### config.mk
export PLATFORM = sky130hd
export DESIGN_NAME = rdiv_top
export DESIGN_NICKNAME = d
export VERILOG_FILES = /design/src/rtl/rdiv_pkg.sv /design/src/rtl/rdiv_trial_sub.sv /design/src/rtl/rdiv_ctrl.sv /design/src/rtl/rdiv_datapath.sv /design/src/rtl/rdiv_top.sv
export SDC_FILE = /design/constraint.sdc
export NUM_CORES = 1
export LEC_CHECK = 0
export BUFFER_PORTS_ARGS = -buffer_cell sky130_fd_sc_hd__clkbuf_2
export CORE_MARGIN = 2
export CORE_UTILIZATION = 50
export CTS_CLUSTER_SIZE = 10
export DETAILED_ROUTE_END_ITERATION = 16
export HOLD_SLACK_MARGIN = 0.06
export PLACE_DENSITY = 0.79
export SLEW_MARGIN = 20
export SYNTH_ARGS = -nofsm -noshare
export SYNTH_HDL_FRONTEND = slang
export SYNTH_SLANG_ARGS = --single-unit
### constraint.sdc
create_clock -name clk -period 7.05 [get_ports clk]
set_clock_uncertainty 0.15 [all_clocks]
set_input_delay 1.0575 -clock clk [delete_from_list [all_inputs] [get_ports clk]]
set_output_delay 1.0575 -clock clk [all_outputs]
set_load 0.02 [all_outputs]
### src/rtl/rdiv_pkg.sv
package rdiv_pkg;
    typedef enum logic [1:0] {
        ST_IDLE,
        ST_CHECK,
        ST_STEP,
        ST_DONE
    } rdiv_state_e;
endpackage

### src/rtl/rdiv_trial_sub.sv
// Trial subtraction of the divisor from a partial remainder that is
// extended by one bit on top (the bit shifted out on the left).
module rdiv_trial_sub #(
    parameter int W = 8
) (
    input  logic         top_bit,
    input  logic [W-1:0] part,
    input  logic [W-1:0] divisor,
    output logic [W-1:0] diff,
    output logic         fits
);
    logic [W:0] wide;

    always_comb begin
        wide = {1'b0, part} - {1'b0, divisor};
        diff = wide[W-1:0];
        // With the extra top bit set, the true value already exceeds the divisor.
        fits = top_bit | ~wide[W];
    end
endmodule

### src/rtl/rdiv_ctrl.sv
module rdiv_ctrl
    import rdiv_pkg::*;
#(
    parameter int W = 8
) (
    input  logic clk,
    input  logic rst_n,
    input  logic start,
    input  logic hi_fits,
    output logic load,
    output logic check,
    output logic step,
    output logic done,
    output logic busy
);
    localparam int CW = $clog2(W + 1);
    localparam logic [CW-1:0] STEPS = CW'(W);

    rdiv_state_e state_q, state_d;
    logic [CW-1:0] cnt_q;

    always_comb begin
        state_d = state_q;
        unique case (state_q)
            ST_IDLE:  if (start) state_d = ST_CHECK;
            ST_CHECK: state_d = hi_fits ? ST_DONE : ST_STEP;
            ST_STEP:  if (cnt_q == CW'(1)) state_d = ST_DONE;
            ST_DONE:  state_d = ST_IDLE;
            default:  state_d = ST_IDLE;
        endcase
    end

    always_ff @(posedge clk or negedge rst_n) begin
        if (!rst_n) begin
            state_q <= ST_IDLE;
            cnt_q   <= '0;
        end else begin
            state_q <= state_d;
            if (state_q == ST_CHECK)
                cnt_q <= STEPS;
            else if (state_q == ST_STEP)
                cnt_q <= cnt_q - CW'(1);
        end
    end

    always_comb begin
        load  = 1'b0;
        check = 1'b0;
        step  = 1'b0;
        done  = 1'b0;
        busy  = 1'b1;
        unique case (state_q)
            ST_IDLE:  begin busy = 1'b0; load = start; end
            ST_CHECK: check = 1'b1;
            ST_STEP:  step = 1'b1;
            ST_DONE:  done = 1'b1;
            default:  busy = 1'b0;
        endcase
    end

    // a start in IDLE moves the machine to CHECK on the next edge
    a_r1_accept: assert property (@(posedge clk) disable iff (!rst_n)
        (state_q == ST_IDLE && start) |=> (state_q == ST_CHECK));
    // a start during the bit loop does not restart the operation
    a_r1_busy_ignore: assert property (@(posedge clk) disable iff (!rst_n)
        (state_q == ST_STEP && start) |=> (state_q != ST_CHECK));
    // done lasts a single cycle
    a_r6_done_single: assert property (@(posedge clk) disable iff (!rst_n)
        done |=> !done);
    // the step counter never runs out while steps remain
    a_r6_step_count: assert property (@(posedge clk) disable iff (!rst_n)
        (state_q == ST_STEP) |-> (cnt_q != '0));
endmodule

### src/rtl/rdiv_datapath.sv
module rdiv_datapath #(
    parameter int W = 8
) (
    input  logic           clk,
    input  logic           rst_n,
    input  logic           load,
    input  logic           check,
    input  logic           step,
    input  logic           done,
    input  logic [2*W-1:0] dvd_mag,
    input  logic           dvd_sign,
    input  logic [W-1:0]   dvs_mag,
    input  logic           dvs_sign,
    output logic           hi_fits,
    output logic [W-1:0]   quot_mag,
    output logic           quot_sign,
    output logic [W-1:0]   rem_mag,
    output logic           rem_sign,
    output logic           ovf
);
    logic [W-1:0] acc_q, quo_q, div_q;
    logic         qs_q, rs_q, ovf_q;

    logic         top_bit;
    logic [W-1:0] part, diff;
    logic         fits;

    // In CHECK the high half is compared as is; in STEP the shifted value is.
    always_comb begin
        if (check) begin
            top_bit = 1'b0;
            part    = acc_q;
        end else begin
            top_bit = acc_q[W-1];
            part    = {acc_q[W-2:0], quo_q[W-1]};
        end
    end

    rdiv_trial_sub #(.W(W)) u_sub (
        .top_bit (top_bit),
        .part    (part),
        .divisor (div_q),
        .diff    (diff),
        .fits    (fits)
    );

    assign hi_fits = check & fits;

    always_ff @(posedge clk or negedge rst_n) begin
        if (!rst_n) begin
            acc_q <= '0;
            quo_q <= '0;
            div_q <= '0;
            qs_q  <= 1'b0;
            rs_q  <= 1'b0;
            ovf_q <= 1'b0;
        end else if (load) begin
            acc_q <= dvd_mag[2*W-1:W];
            quo_q <= dvd_mag[W-1:0];
            div_q <= dvs_mag;
            qs_q  <= dvd_sign ^ dvs_sign;
            rs_q  <= dvd_sign;
            ovf_q <= 1'b0;
        end else if (check) begin
            if (fits) ovf_q <= 1'b1;
        end else if (step) begin
            acc_q <= fits ? diff : part;
            quo_q <= {quo_q[W-2:0], fits};
        end
    end

    assign quot_mag  = quo_q;
    assign quot_sign = qs_q;
    assign rem_mag   = acc_q;
    assign rem_sign  = rs_q;
    assign ovf       = ovf_q;

    // the partial remainder stays below the divisor throughout the loop
    a_r4_rem_below_divisor: assert property (@(posedge clk) disable iff (!rst_n)
        ((step || done) && !ovf_q) |-> (acc_q < div_q));
    // an overflowed operation leaves the operand registers untouched
    a_r2_ovf_hold_operands: assert property (@(posedge clk) disable iff (!rst_n)
        (done && ovf_q) |-> ($stable(acc_q) && $stable(quo_q)));
    // ovf only rises at the end of an operation
    a_r3_ovf_rise_done: assert property (@(posedge clk) disable iff (!rst_n)
        $rose(ovf_q) |-> done);
    // ovf can only fall in the cycle after a load
    a_r7_ovf_clear_on_load: assert property (@(posedge clk) disable iff (!rst_n)
        $fell(ovf_q) |-> $past(load));
endmodule

### src/rtl/rdiv_top.sv
module rdiv_top #(
    parameter int W = 8
) (
    input  logic           clk,
    input  logic           rst_n,
    input  logic           start,
    input  logic [2*W-1:0] dvd_mag,
    input  logic           dvd_sign,
    input  logic [W-1:0]   dvs_mag,
    input  logic           dvs_sign,
    output logic [W-1:0]   quot_mag,
    output logic           quot_sign,
    output logic [W-1:0]   rem_mag,
    output logic           rem_sign,
    output logic           ovf,
    output logic           done,
    output logic           busy
);
    logic load, check, step, hi_fits;

    rdiv_ctrl #(.W(W)) u_ctrl (
        .clk     (clk),
        .rst_n   (rst_n),
        .start   (start),
        .hi_fits (hi_fits),
        .load    (load),
        .check   (check),
        .step    (step),
        .done    (done),
        .busy    (busy)
    );

    rdiv_datapath #(.W(W)) u_dp (
        .clk       (clk),
        .rst_n     (rst_n),
        .load      (load),
        .check     (check),
        .step      (step),
        .done      (done),
        .dvd_mag   (dvd_mag),
        .dvd_sign  (dvd_sign),
        .dvs_mag   (dvs_mag),
        .dvs_sign  (dvs_sign),
        .hi_fits   (hi_fits),
        .quot_mag  (quot_mag),
        .quot_sign (quot_sign),
        .rem_mag   (rem_mag),
        .rem_sign  (rem_sign),
        .ovf       (ovf)
    );
endmodule

==> results of run 1 <==
[cell type report]
type,instances,area share (%)
flip-flops and latches,33,32.7
clock inverters,1,1.19
repair buffers,50,10.0
multi-input cells,181,47.7
clock buffers,7,3.42
well taps,50,2.48
inverters,17,2.53
[worst register-to-register path, cell delays in order, from the launching register on]
cell and delay [ps]:
dfrtp_1 410, inv_1 160, ha_1 600, mux2i_1 320
ha_1 220, inv_1 60, fa_1 400, a21o_1 240
a21oi_4 200, o21ai_4 150, mux2_1 330, o22ai_1 140
[registers in the layout, indices dropped and copies added, names as in the netlist]
signal and count:
u_dp.quot_sign 1, u_dp.quot_mag 8, u_dp.div_q 8, u_dp.rem_mag 8, u_dp.rem_sign 1, u_dp.ovf 1, u_ctrl.state_q 2, u_ctrl.cnt_q 4
[cell families (layout without fill, tap and decap cells)]
logic type / count (synthesis) / count (layout) / synth area share [%]
AO/OA/AOI/OAI: 65 / 65 / 20.3
adder cells (fa/ha/maj): 17 / 17 / 10.2
flip-flops: 33 / 33 / 38.2
multiplexers: 12 / 12 / 6.01
buffers and inverters: 30 / 75 / 6.30
XOR/XNOR: 4 / 4 / 1.62
AND/OR/NAND/NOR: 83 / 83 / 17.4
[stage by stage]
stage                     util [%]  worst slack, ps  std cells  cell area, sq um
after detailed placement      58.9             3630        331              2410
after global placement        58.9             3830        331              2410
after global routing          61.8             3410        339              2520
after floorplan                  -             4080        244              2160
after CTS                     61.8             3600        339              2520
final                         61.8             3600        339              2520
[path summary, 6_finish.rpt]
check / startpoint / to / slack, ps
max: u_ctrl.state_q[1] / u_dp.rem_mag[0] / 3600
min: u_dp.quot_sign / u_dp.quot_sign / 350
max reg2reg: u_ctrl.state_q[1] / u_dp.rem_mag[0] / 3600
min reg2reg: u_dp.quot_sign / u_dp.quot_sign / 350
max in group asynchronous: rst_n / u_dp.div_q[7] / 5540
min in group asynchronous: rst_n / u_ctrl.state_q[0] / 690
[layer usage]
layer  global-route usage, %  vias up  part of all wire (%)
met2                    32.5       56                    46
met5                       0        -                     0
li1                        -      932                     -
met3                    5.23        6                   5.3
met1                    30.7      851                    48
met4                    7.26        0                   1.2
[cells in the mapped netlist, types with 2 or more instances]
library cell / number / share of area, %
nand2_1: 44 / 7.6
dfrtp_1: 33 / 38
o21ai_0: 19 / 4.4
nor2_1: 18 / 3.1
inv_1: 17 / 2.9
ha_1: 16 / 9.2
a21oi_1: 11 / 2.5
a31oi_1: 10 / 2.9
mux2_2: 7 / 3.6
clkbuf_1: 6 / 1.0
a21o_1: 4 / 1.4
buf_2: 4 / 0.92
mux2i_1: 4 / 1.8
o22ai_1: 4 / 1.2
nand3_1: 3 / 0.69
nand4_1: 3 / 0.87
o21a_1: 3 / 1.0
a21oi_4: 2 / 1.5
buf_6: 2 / 1.0
nand3b_1: 2 / 0.69
nor2b_1: 2 / 0.58
nor3_1: 2 / 0.46
o22a_1: 2 / 0.81
o31ai_1: 2 / 0.69
xnor2_1: 2 / 0.81
xor2_1: 2 / 0.81
==> impl_metrics.env, run 1 <==
export IMPL_outcome="finished, final reports clean"
export IMPL_grt_use_total_pct=21.7
export IMPL_crit_chain="inv_1, ha_1, mux2i_1, ha_1, inv_1, fa_1, a21o_1, a21oi_4, o21ai_4, mux2_1, o22ai_1"
export IMPL_cts_hold_fix_buffers=0
export IMPL_rows=23
export IMPL_synth_nets=290
export IMPL_drtAntennaViolNets=0
export IMPL_ys_seq_area_share_pct=38.2
export IMPL_worst_hold_slack_ps=346
export IMPL_syn_area_sq_um=2160
export IMPL_crit_path_start_kind="register"
export IMPL_cts_resized=0
export IMPL_max_cap_violations=0
export IMPL_fin_crit_sh_pct=49.0
export IMPL_totalWireLength_mm=4.96
export IMPL_insertion_delay_ps=290
export IMPL_core_sq_um=4090
export IMPL_gp_congestion=0.863
export IMPL_fmax_mhz=290
export IMPL_area_growth_pct=16.6
export IMPL_die_x_um=69.8
export IMPL_die_height_um=69.8
export IMPL_numClockSinks=33
export IMPL_rsz0062_at_grt="no"
export IMPL_vias=1845
export IMPL_netlist_instances=244
export IMPL_cts_buffers=5
export IMPL_final_nets=334
export IMPL_synth_cell_types=46
export IMPL_required_ps=7110
export IMPL_final_cell_mix="clkbuf_2 (49), nand2_1 (44), dfrtp_1 (33)"
export IMPL_finalCriticalPeriod_ps=3450
export IMPL_multi_input_area_sq_um=1200
export IMPL_cpMaxStageDelayCell="ha_1"
export IMPL_routedWlPerCell_um=14.6
export IMPL_setup_violations=0
export IMPL_cts_tree="yes"
export IMPL_hold_viol=0
export IMPL_grt_pass1_vias=1784
export IMPL_io_pins=50
export IMPL_drt_iter0_markers=132
export IMPL_grt_pass1_wl_mm=8.41
export IMPL_worst_setup_path_type="register to register"
export IMPL_grt_max_degree=35
export IMPL_crit_cells=11
export IMPL_n_antenna_cell=0
export IMPL_worst_slew_margin_rel_pct=46.2
export IMPL_numPortBuffers=49
export IMPL_cp_num_buf_inv=2
export IMPL_fill_cells=374
export IMPL_overflow=0
export IMPL_ctsHtreeMaxLevel=2
export IMPL_dp_hpwl_mm=3.57
export IMPL_vias_per_cell=5.44
export IMPL_path_clk_slew_ps=70
export IMPL_final_common_cell="clkbuf_2"
export IMPL_register_area_sq_um=826
export IMPL_synth_edff_count=0
export IMPL_arrival_ps=3510
export IMPL_drive_above_1_share_pct=25.3
export IMPL_hold_depth=2
export IMPL_yosysWarnings=0
export IMPL_crit_fanout=15
export IMPL_ys_async_sr_fraction_pct=100
export IMPL_reg2reg_depth=11
export IMPL_syn_avg_cell_area_sq_um=8.87
export IMPL_cts_setup_buffers=0
export IMPL_synth_flop_cell="dfrtp_1"
export IMPL_drv_slew=0
export IMPL_cts_root_buf="clkbuf_8"
export IMPL_dr_pass1_iters=4
export IMPL_crit_family="adder cells"
export IMPL_clockBufferDepth=2
export IMPL_critical_path_max_stage_delay_ps=600
export IMPL_antenna_found_initial=0
export IMPL_ys_ff_latch=33
export IMPL_worst_pin_slew_ps=807
export IMPL_endpoint_kind="register"
export IMPL_start_util_pct=53.0
export IMPL_drc=0
export IMPL_hp_class="register to register"
export IMPL_fin_setup_tns_ps=0
export IMPL_die_area_sq_um=4870
Power of run 1 is left out: the tool's default activity adds up to more than one toggle a clock period on the data nets, which glitch-free logic cannot reach.
==> run 2, diff against run 1 <==
--- a/config.mk
+++ b/config.mk
@@ -5,6 +5,7 @@
 export SDC_FILE = /design/constraint.sdc
 export NUM_CORES = 1
 export LEC_CHECK = 0
+export ABC_AREA = 1
 export BUFFER_PORTS_ARGS = -buffer_cell sky130_fd_sc_hd__clkbuf_2
 export CORE_MARGIN = 2
 export CORE_UTILIZATION = 50
==> constraint.sdc (replaced) <==
create_clock -name clk -period 3.6 [get_ports clk]
set_clock_uncertainty 0.15 [all_clocks]
set_input_delay 0.54 -clock clk [delete_from_list [all_inputs] [get_ports clk]]
set_output_delay 0.54 -clock clk [all_outputs]
set_load 0.02 [all_outputs]
==> run 2 against run 1 <==
  * Highest routed layer unchanged
  * Global-route usage decreased by 0.31 points
  * Via count grew 12%
  * Flip-flop and latch count stayed put
  * Sequential share of layout area down 0.99 points
  * Register-to-register slack got worse by 3100 ps
  * Worst setup slack worse by 3100 ps
  * Synthesized cell count rose by 24%
  * Utilization fell by 1.6 points
  * Routed wire length shrank 1.8%
==> impl_metrics.env, run 2 <==
export IMPL_hp_class="primary input to asynchronous set/reset pin"
export IMPL_vias=2073
export IMPL_ys_seq_area_share_pct=37.0
export IMPL_clockBufferDepth=2
export IMPL_ys_async_sr_fraction_pct=100
export IMPL_numPortBuffers=49
export IMPL_path_clk_slew_ps=70
export IMPL_final_common_cell="nand2_1"
export IMPL_place_ws_ps=578
export IMPL_routedWlPerCell_um=12.2
export IMPL_required_ps=3640
export IMPL_utilization_pct=60.2
export IMPL_rows=24
export IMPL_synth_cell_types=29
export IMPL_cts_buffers=5
export IMPL_grt_use_total_pct=21.3
export IMPL_rsz0062_at_grt="no"
export IMPL_io_pins=50
export IMPL_synth_edff_count=0
export IMPL_die_area_sq_um=5010
export IMPL_vias_per_cell=5.17
export IMPL_crit_reg2reg_launch="u_ctrl.state_q[1]"
export IMPL_setup_violations=0
export IMPL_gp_congestion=0.842
export IMPL_ctsHtreeMaxLevel=2
export IMPL_n_antenna_cell=0
export IMPL_fin_setup_tns_ps=0
export IMPL_cts_setup_buffers=0
export IMPL_totalWireLength_mm=4.88
export IMPL_synth_top_area_share_pct=37.0
export IMPL_insertion_delay_ps=300
export IMPL_reg2reg_depth=16
export IMPL_dp_hpwl_mm=3.63
export IMPL_netlist_instances=302
export IMPL_grt_pass1_vias=1948
export IMPL_numClockSinks=33
export IMPL_r2r_slack_ps=510
export IMPL_synth_flop_cell="dfrtp_1"
export IMPL_outcome="finished, final reports clean"
export IMPL_worst_setup_path_type="register to register"
export IMPL_finalCriticalPeriod_ps=3090
export IMPL_cts_tree="yes"
export IMPL_cts_root_buf="clkbuf_8"
export IMPL_grt_pass1_wl_mm=8.59
export IMPL_cts_resized=0
export IMPL_final_nets=394
export IMPL_endpoint_kind="register"
export IMPL_drv_slew=0
export IMPL_arrival_ps=3140
export IMPL_syn_area_sq_um=2230
export IMPL_die_x_um=70.8
export IMPL_worst_pin_slew_ps=823
export IMPL_yosysWarnings=0
export IMPL_drtAntennaViolNets=0
export IMPL_dpl_instance_area_sq_um=2490
export IMPL_drc=0
export IMPL_synth_nets=348
export IMPL_worst_slew_margin_rel_pct=45.2
export IMPL_crit_path_start_kind="register"
export IMPL_dr_pass1_iters=4
export IMPL_die_height_um=70.8
export IMPL_r2r_end="u_dp.rem_mag[3]"
export IMPL_drive_above_1_share_pct=21.2
export IMPL_antenna_found_initial=0
export IMPL_cts_hold_fix_buffers=0
export IMPL_yosysMostFrequentCell="nand2_1"
export IMPL_synth_area_leaders="dfrtp_1 (37%), nand2_1 (15%), ha_1 (9.0%)"
export IMPL_synth_area_leader_cell="dfrtp_1"
export IMPL_core_sq_um=4320
export IMPL_ys_ff_latch=33
export IMPL_hold_viol=0
export IMPL_crit_fanout=17
export IMPL_setup_ws_ps=508
export IMPL_overflow=0
export IMPL_synth_common_cells="nand2_1 (90), inv_1 (38), dfrtp_1 (33)"
export IMPL_final_cell_mix="nand2_1 (90), clkbuf_2 (49), inv_1 (38)"
export IMPL_grt_max_degree=35
export IMPL_syn_avg_cell_area_sq_um=7.39
export IMPL_final_area_sq_um=2600
export IMPL_fin_crit_sh_pct=85.9
export IMPL_area_growth_pct=16.7
export IMPL_max_cap_violations=0
export IMPL_fmax_mhz=323
export IMPL_drt_iter0_markers=123
export IMPL_start_util_pct=51.6
==> run 2: layer usage <==
layer / share of wire, % / track usage [%] / up-vias
li1: - / - / 1055
met1: 45 / 27.8 / 952
met2: 47 / 35.4 / 57
met3: 6.0 / 5.41 / 9
met4: 1.6 / 5.87 / 0
met5: 0 / 0 / -
==> run 2: how the worst max path moves through the flow <==
stage / slack (ps) / startpoint / cells after the start / end
2_1_floorplan: 950 / u_ctrl.state_q[1] / 18 / u_dp.rem_mag[0]
3_3_place_gp: 720 / u_ctrl.state_q[1] / 16 / u_dp.rem_mag[3]
3_5_place_dp: 580 / u_ctrl.state_q[1] / 16 / u_dp.rem_mag[3]
4_1_cts: 550 / u_ctrl.state_q[1] / 16 / u_dp.rem_mag[3]
5_1_grt: 250 / u_ctrl.state_q[1] / 16 / u_dp.rem_mag[0]
6_report: 510 / u_ctrl.state_q[1] / 16 / u_dp.rem_mag[3]
==> run 2: logic make-up (layout without fill, tap and decap cells) <==
family	Yosys count	in the layout	synth area share [%]
AND/OR/NAND/NOR	152	152	31.2
adder cells (fa/ha/maj)	17	17	9.87
buffers and inverters	52	99	9.53
XOR/XNOR	2	2	0.785
AO/OA/AOI/OAI	46	46	11.6
flip-flops	33	33	37.0
==> run 2: metrics by stage <==
step | hold WS [ps] | std cells
2_1_floorplan | 94.4 | 302
3_3_place_gp | 315 | 393
3_5_place_dp | 324 | 393
4_1_cts | 212 | 401
5_1_grt | 258 | 401
6_report | 182 | 401
==> run 2: critical path: stages (launching register included) <==
cell	delay (ps)
dfrtp_1	400
inv_1	170
ha_1	540
nand2_1	110
o21a_1	140
inv_1	60
ha_1	130
inv_1	60
fa_1	390
nand2_1	80
nand2_1	110
nand3_2	220
nand2_4	120
nand3_1	90
nand3_1	110
nand2_1	80
inv_1	30
==> run 2: cell type report <==
cell class | instances | area [sq um]
clock buffers | 5 | 68.8
clock inverters | 3 | 46.3
fillers | 408 | 1720
inverters | 42 | 160
multi-input cells | 217 | 1190
flip-flops and latches | 33 | 826
well taps | 52 | 65.1
repair buffers | 49 | 245
Power of run 2 is left out for the same reason.
